**src/rtl/pwr_state_pkg.sv**
```systemverilog
package pwr_state_pkg;
    typedef enum logic [1:0] {
        PS_S0 = 2'd0,
        PS_S4 = 2'd1,
        PS_S5 = 2'd2,
        PS_G3 = 2'd3
    } pstate_e;

    localparam logic [2:0] SLPTYP_S4 = 3'd6;
    localparam logic [2:0] SLPTYP_S5 = 3'd7;

    typedef struct packed {
        pstate_e state;
        pstate_e held;
        logic    wake_sts;
    } ctrl_regs_t;
endpackage

```
**src/rtl/pss_btn_timer.sv**
```systemverilog
module pss_btn_timer #(
    parameter int BTN_TICKS = 131072,
    localparam int CW = $clog2(BTN_TICKS + 1)
) (
    input  logic clk,
    input  logic rst_n,
    input  logic rtc_tick,
    input  logic btn_held,
    output logic fire
);
    typedef struct packed {
        logic [CW-1:0] cnt;
        logic          fire;
    } btn_regs_t;

    btn_regs_t q, d;

    // Count RTC pulses while the button is held; fire once on reaching the limit.
    always_comb begin
        d      = q;
        d.fire = 1'b0;
        if (!btn_held) begin
            d.cnt = '0;
        end else if (rtc_tick && q.cnt != CW'(BTN_TICKS)) begin
            d.cnt = q.cnt + 1'b1;
            if (q.cnt == CW'(BTN_TICKS - 1)) d.fire = 1'b1;
        end
    end

    always_ff @(posedge clk or negedge rst_n) begin
        if (!rst_n) q <= '0;
        else        q <= d;
    end

    assign fire = q.fire;
endmodule

```
**src/rtl/pss_entry_decode.sv**
```systemverilog
module pss_entry_decode
    import pwr_state_pkg::*;
(
    input  logic [2:0] slp_typ,
    input  logic       slp_go,
    input  logic       therm_trip,
    input  logic       mgmt_shutdown,
    input  logic       wdt_timeout,
    input  logic       btn_fire,
    output logic       force_off,
    output logic       req_valid,
    output pstate_e    req_state
);
    always_comb begin
        force_off = therm_trip | mgmt_shutdown | wdt_timeout | btn_fire;
        req_valid = 1'b0;
        req_state = PS_S0;
        if (slp_go) begin
            unique case (slp_typ)
                SLPTYP_S4: begin req_valid = 1'b1; req_state = PS_S4; end
                SLPTYP_S5: begin req_valid = 1'b1; req_state = PS_S5; end
                default:   begin req_valid = 1'b0; req_state = PS_S0; end
            endcase
        end
    end
endmodule

```
**src/rtl/pss_resume_sel.sv**
```systemverilog
module pss_resume_sel
    import pwr_state_pkg::*;
(
    input  pstate_e held,
    input  logic    resume_off,
    output pstate_e target
);
    always_comb begin
        if (!resume_off)          target = PS_S0;
        else if (held == PS_S4)   target = PS_S4;
        else                      target = PS_S5;
    end
endmodule

```
**src/rtl/pwr_state_ctrl.sv**
```systemverilog
module pwr_state_ctrl
    import pwr_state_pkg::*;
#(
    parameter int NUM_WAKE  = 4,
    parameter int BTN_TICKS = 131072
) (
    input  logic                clk,
    input  logic                rst_n,
    input  logic                rtc_tick,
    input  logic [2:0]          sw_slp_typ,
    input  logic                sw_slp_go,
    input  logic                pwr_btn_n,
    input  logic                therm_trip,
    input  logic                mgmt_shutdown,
    input  logic                wdt_timeout,
    input  logic [NUM_WAKE-1:0] wake_req,
    input  logic [NUM_WAKE-1:0] wake_en,
    input  logic                wake_sts_clr,
    input  logic                power_good,
    input  logic                batt_low,
    input  logic                resume_off,
    output logic [1:0]          pwr_state,
    output logic                slp_s4_n,
    output logic                slp_s5_n,
    output logic                wake_sts
);
    ctrl_regs_t q, d;
    logic    btn_fire;
    logic    force_off, req_valid, wake_hit, asleep;
    pstate_e req_state, resume_tgt;

    pss_btn_timer #(.BTN_TICKS(BTN_TICKS)) u_btn (
        .clk      (clk),
        .rst_n    (rst_n),
        .rtc_tick (rtc_tick),
        .btn_held (~pwr_btn_n),
        .fire     (btn_fire)
    );

    pss_entry_decode u_dec (
        .slp_typ       (sw_slp_typ),
        .slp_go        (sw_slp_go),
        .therm_trip    (therm_trip),
        .mgmt_shutdown (mgmt_shutdown),
        .wdt_timeout   (wdt_timeout),
        .btn_fire      (btn_fire),
        .force_off     (force_off),
        .req_valid     (req_valid),
        .req_state     (req_state)
    );

    pss_resume_sel u_res (
        .held       (q.held),
        .resume_off (resume_off),
        .target     (resume_tgt)
    );

    assign wake_hit = |(wake_req & wake_en);
    assign asleep   = (q.state == PS_S4) || (q.state == PS_S5);

    always_comb begin
        d = q;
        if (!power_good) begin
            if (q.state != PS_G3) d.held = q.state;
            d.state = PS_G3;
        end else begin
            unique case (q.state)
                PS_G3: if (!batt_low) d.state = resume_tgt;
                PS_S0: begin
                    if (force_off)      d.state = PS_S5;
                    else if (req_valid) d.state = req_state;
                end
                default: if (wake_hit) d.state = PS_S0;
            endcase
        end
        d.wake_sts = (power_good && asleep && wake_hit) | (q.wake_sts & ~wake_sts_clr);
    end

    always_ff @(posedge clk or negedge rst_n) begin
        if (!rst_n) begin
            q.state    <= PS_G3;
            q.held     <= PS_S5;
            q.wake_sts <= 1'b0;
        end else begin
            q <= d;
        end
    end

    assign pwr_state = q.state;
    assign slp_s4_n  = (q.state == PS_S0);
    assign slp_s5_n  = (q.state == PS_S0) || (q.state == PS_S4);
    assign wake_sts  = q.wake_sts;
endmodule

```
**config.mk**
```make
export PLATFORM = sky130hd
export DESIGN_NAME = pwr_state_ctrl
export DESIGN_NICKNAME = d
export VERILOG_FILES = /design/src/rtl/pwr_state_pkg.sv /design/src/rtl/pss_btn_timer.sv /design/src/rtl/pss_entry_decode.sv /design/src/rtl/pss_resume_sel.sv /design/src/rtl/pwr_state_ctrl.sv
export SDC_FILE = /design/constraint.sdc
export NUM_CORES = 1
export LEC_CHECK = 0
export BUFFER_PORTS_ARGS = -buffer_cell sky130_fd_sc_hd__buf_4
export CORE_MARGIN = 2
export CORE_UTILIZATION = 49
export CTS_CLUSTER_SIZE = 20
export DETAILED_ROUTE_END_ITERATION = 10
export PLACE_DENSITY_LB_ADDON = 0.05
export SETUP_SLACK_MARGIN = 0.3
export SLEW_MARGIN = 20
export SYNTH_ARGS = -nofsm -noshare
export SYNTH_HDL_FRONTEND = slang
export SYNTH_HIERARCHICAL = 1
export SYNTH_SLANG_ARGS = --single-unit
```
**constraint.sdc**
```tcl
create_clock -name clk -period 1.7 [get_ports clk]
set_clock_uncertainty 0.05 [all_clocks]
set_input_delay 0.085 -clock clk [delete_from_list [all_inputs] [get_ports clk]]
set_output_delay 0.085 -clock clk [all_outputs]
set_load 0.1 [all_outputs]
```
==> flow_summary.yaml <==
die:
  initial_utilization_pct: 52.5
  fp.coreArea_mm2: 0.00281
  die-width_um: 58.8
  ios: 28
  fp.dieH_um: 58.8
  die_area_mm2: 0.00346
  num_rows: 19
yosys:
  synth_top_area_share_pct: 35.7
  synth_flop_cell: "dfrtp_1"
  synth_edf_count: 0
  async_flop_share_pct: 100
  yosysWarnings: 6
  avgSynthCellArea_um2: 9.39
  ys_types: 46
  synth_area_leaders: "dfrtp_1 36%, dfstp_2 5.3%, ha_1 4.2%, nand3_1 3.4%, xor2_1 3.0%"
  ys_seq_area_share_pct: 41.0
  synthesis.nets: 185
  synth_area_mm2: 0.00147
  ys_ff_latch: 24
  syn_inst: 157
  synth_largest_area_cell: "dfrtp_1"
cells_and_area:
  drive_gt1_share_pct: 50.2
  nets: 240
  design_area_mm2: 0.00221
  finalNonFillerCells: 242
  syn_to_final_growth_pct: 50.2
  n_antenna_cell: 0
  n_fill_cell: 191
pwr:
  power_density_mw_per_mm2: 732
  ir_drop_uv: 482
  total_power_uw: 1620
  p_leak_uw: 0.00100
setup_path:
  path_buf_inv: 0
  slowest_delay_ns: 0.54
  crit_type: "flip-flop to flip-flop"
  r2r_setup_slack_ns: -0.06
  r2r-end: "u_btn/q[2]"
  critPathSlowestCell: "or4_4"
  r2r_start: "u_btn/q[11]"
  ff2ff_path_depth: 4
  cp.required_ns: 1.88
  path_max_fanout: 3
  cp_top_family: "simple AND/OR/NAND/NOR gates"
  worstPathArrival_ns: 1.94
  worstSetupStartpointType: "flip-flop"
  crit_chain: "or4_4 -> or2_4 -> a32o_1 -> a211o_1"
  endpoint_kind: "flip-flop"
timing:
  fmax_mhz: 567
  period_share_pct: 104
  setup_tns_ns: -0.0654
  finalSetupViolCount: 2
  fin_hold_ws_ns: 0.0890
  slew_violations: 0
  min_period_ns: 1.76
  tightest_slew_ns: 0.391
  slew_headroom_pct: 73.9
  hold_viol: 0
  fin_ws_ns: -0.0643
  rsz0062_at_grt: "yes"
clock_network:
  cts_sinks: 24
  clkLatencyLatePin_ns: 0.32
  cts_tree: "built"
  clk_pin_slew_ns: 0.14
  numCtsBuffers: 3
  ctsRootBufferMaster: "clkbuf_4"
  clk_path_buf_depth: 2
  htreeDepth: 1
placement:
  hpwlAfterDp_um: 2660
  dpl.cell_count: 217
  io_buffers: 27
  finalWeightedCongestion: 0.896
  place_area_mm2: 0.00178
grt:
  grt_start_max_net_pins: 25
  grt_pass1_wl_um: 6590
  antenna_found_initial: 0
  grt_pass1_vias: 1474
  grt_overflow: 0
  grt_usage_pct: 24.9
routing:
  drc: 3
  dr.pass1.iters: 7
  num_vias: 1451
  drt-total-wl_um: 4110
  routed_via_density: 6.00
  ant_nets: 0
  drt_first_iter_violations: 51
  wl_per_cell_um: 17.0
min_path:
  worstHoldEndpoint: "pwr_state[1]"
  hp-class: "input port to flip-flop"
  hold_path_depth: 4
  worstHoldStart: "batt_low"
outcome:
  outcome: "complete, but fails checks"
  violations: "design-rule violations, negative setup slack"
flow_run:
  cap_viol_max_count: 0
==> per-stage QoR <==
stage / setup WS (ns) / util, %
floorplan: -0.0423 / -
global placement: -0.0197 / 63.6
detailed placement: -0.0483 / 63.6
CTS: -0.0497 / 73.4
global route: -0.104 / 78.9
finish: -0.0643 / 78.9
==> layer usage <==
| layer | GRT usage (%) | vias up | wire length (um) |
|---|---|---|---|
| met5 | 0 | - | 0 |
| met1 | 33.1 | 716 | 1870 |
| met4 | 9.42 | 0 | 57 |
| met3 | 3.74 | 6 | 144 |
| met2 | 41.0 | 35 | 2030 |
| li1 | - | 694 | - |
==> flip-flops by register name, indices dropped and copies added (netlist names) <==
register    flops
pwr_state       2
q               2
wake_sts        1
u_btn/q        18
u_btn/fire      1
==> cells in the final DEF (no fill, tap or decap), types with 4 or more instances in the layout <==
cell and count:
buf_4 43, dfrtp_1 16, inv_1 8, nor2_1 8, nand2_1 7, nand3_1 6, xor2_1 5, dfrtp_2 5
o211ai_1 4, dlygate4sd3_1 4, buf_6 4, and3_1 4, nor4_1 4, o21ai_0 4
==> cells by family (layout without fill, tap and decap cells) <==
logic type / count (synthesis) / count (layout) / synth area share, %
mux: 3 / 3 / 2.21
buf+inv: 16 / 70 / 4.58
flops: 24 / 24 / 41.0
xor+xnor: 7 / 7 / 4.16
compound gates: 31 / 31 / 15.1
fa+ha+maj: 5 / 5 / 4.24
simple gates: 71 / 71 / 28.7
==> cells in the mapped netlist, drive strengths merged (2+ instances only) <==
cell type / count
nor4: 5
clkbuf: 3
dfstp: 3
nor3b: 2
nand3: 11
or2: 3
inv: 11
a22oi: 2
ha: 5
xor2: 5
or3: 4
nor3: 2
o21ai: 4
a21oi: 6
nand2: 9
nand4: 3
a32o: 2
mux2: 2
o211ai: 4
and3: 6
nor2: 9
buf: 2
o41ai: 2
nand2b: 3
dfrtp: 21
o311ai: 3
and4: 4
or4: 4
o2111ai: 2
xnor2: 2
a21boi: 2
and2: 2
==> worst max path at each step <==
stage                start    endpoint  slack, ns  cells past startpoint
6_report       u_btn/q[11]  u_btn/q[2]      -0.06                      4
5_1_grt        u_btn/q[11]  u_btn/q[2]      -0.10                      4
4_1_cts        u_btn/q[16]  u_btn/q[2]      -0.05                      4
3_5_place_dp   u_btn/q[16]  u_btn/q[2]      -0.05                      4
3_3_place_gp   u_btn/q[16]  u_btn/q[2]      -0.02                      4
2_1_floorplan  u_btn/q[16]  u_btn/q[2]      -0.04                      4
==> area by class of cell <==
cell class	instances	area, um^2	area share (%)
clock buffers	4	36.3	1.64
multi-input cells	117	1000	45.3
well taps	31	38.8	1.75
inverters	11	41.3	1.87
repair buffers	55	483	21.8
flip-flops and latches	24	611	27.6
==> where the power goes <==
part | internal (uW) | switching, uW | total (uW)
Combinational | 269 | 388 | 657
Clock | 131 | 172 | 303
Sequential | 628 | 31.6 | 659
Total | 1030 | 592 | 1620
==> worst reg2reg max path, delay by kind of cell, from the launching register on <==
family / cells / cell delay, ns
AND/OR/NAND/NOR: 2 / 0.79
AO/OA/AOI/OAI: 2 / 0.42
flip-flops: 1 / 0.41
==> what timing repair did <==
item / in CTS / in global routing
endpoints found under the hold margin: 28 / 0
endpoints found under the setup margin: 18 / 24
gates resized for setup: 29 / 21
setup buffers: 8 / 9
hold buffers: 4 / 0
pin swaps: 9 / 17
(Power assumes the default switching activity.)
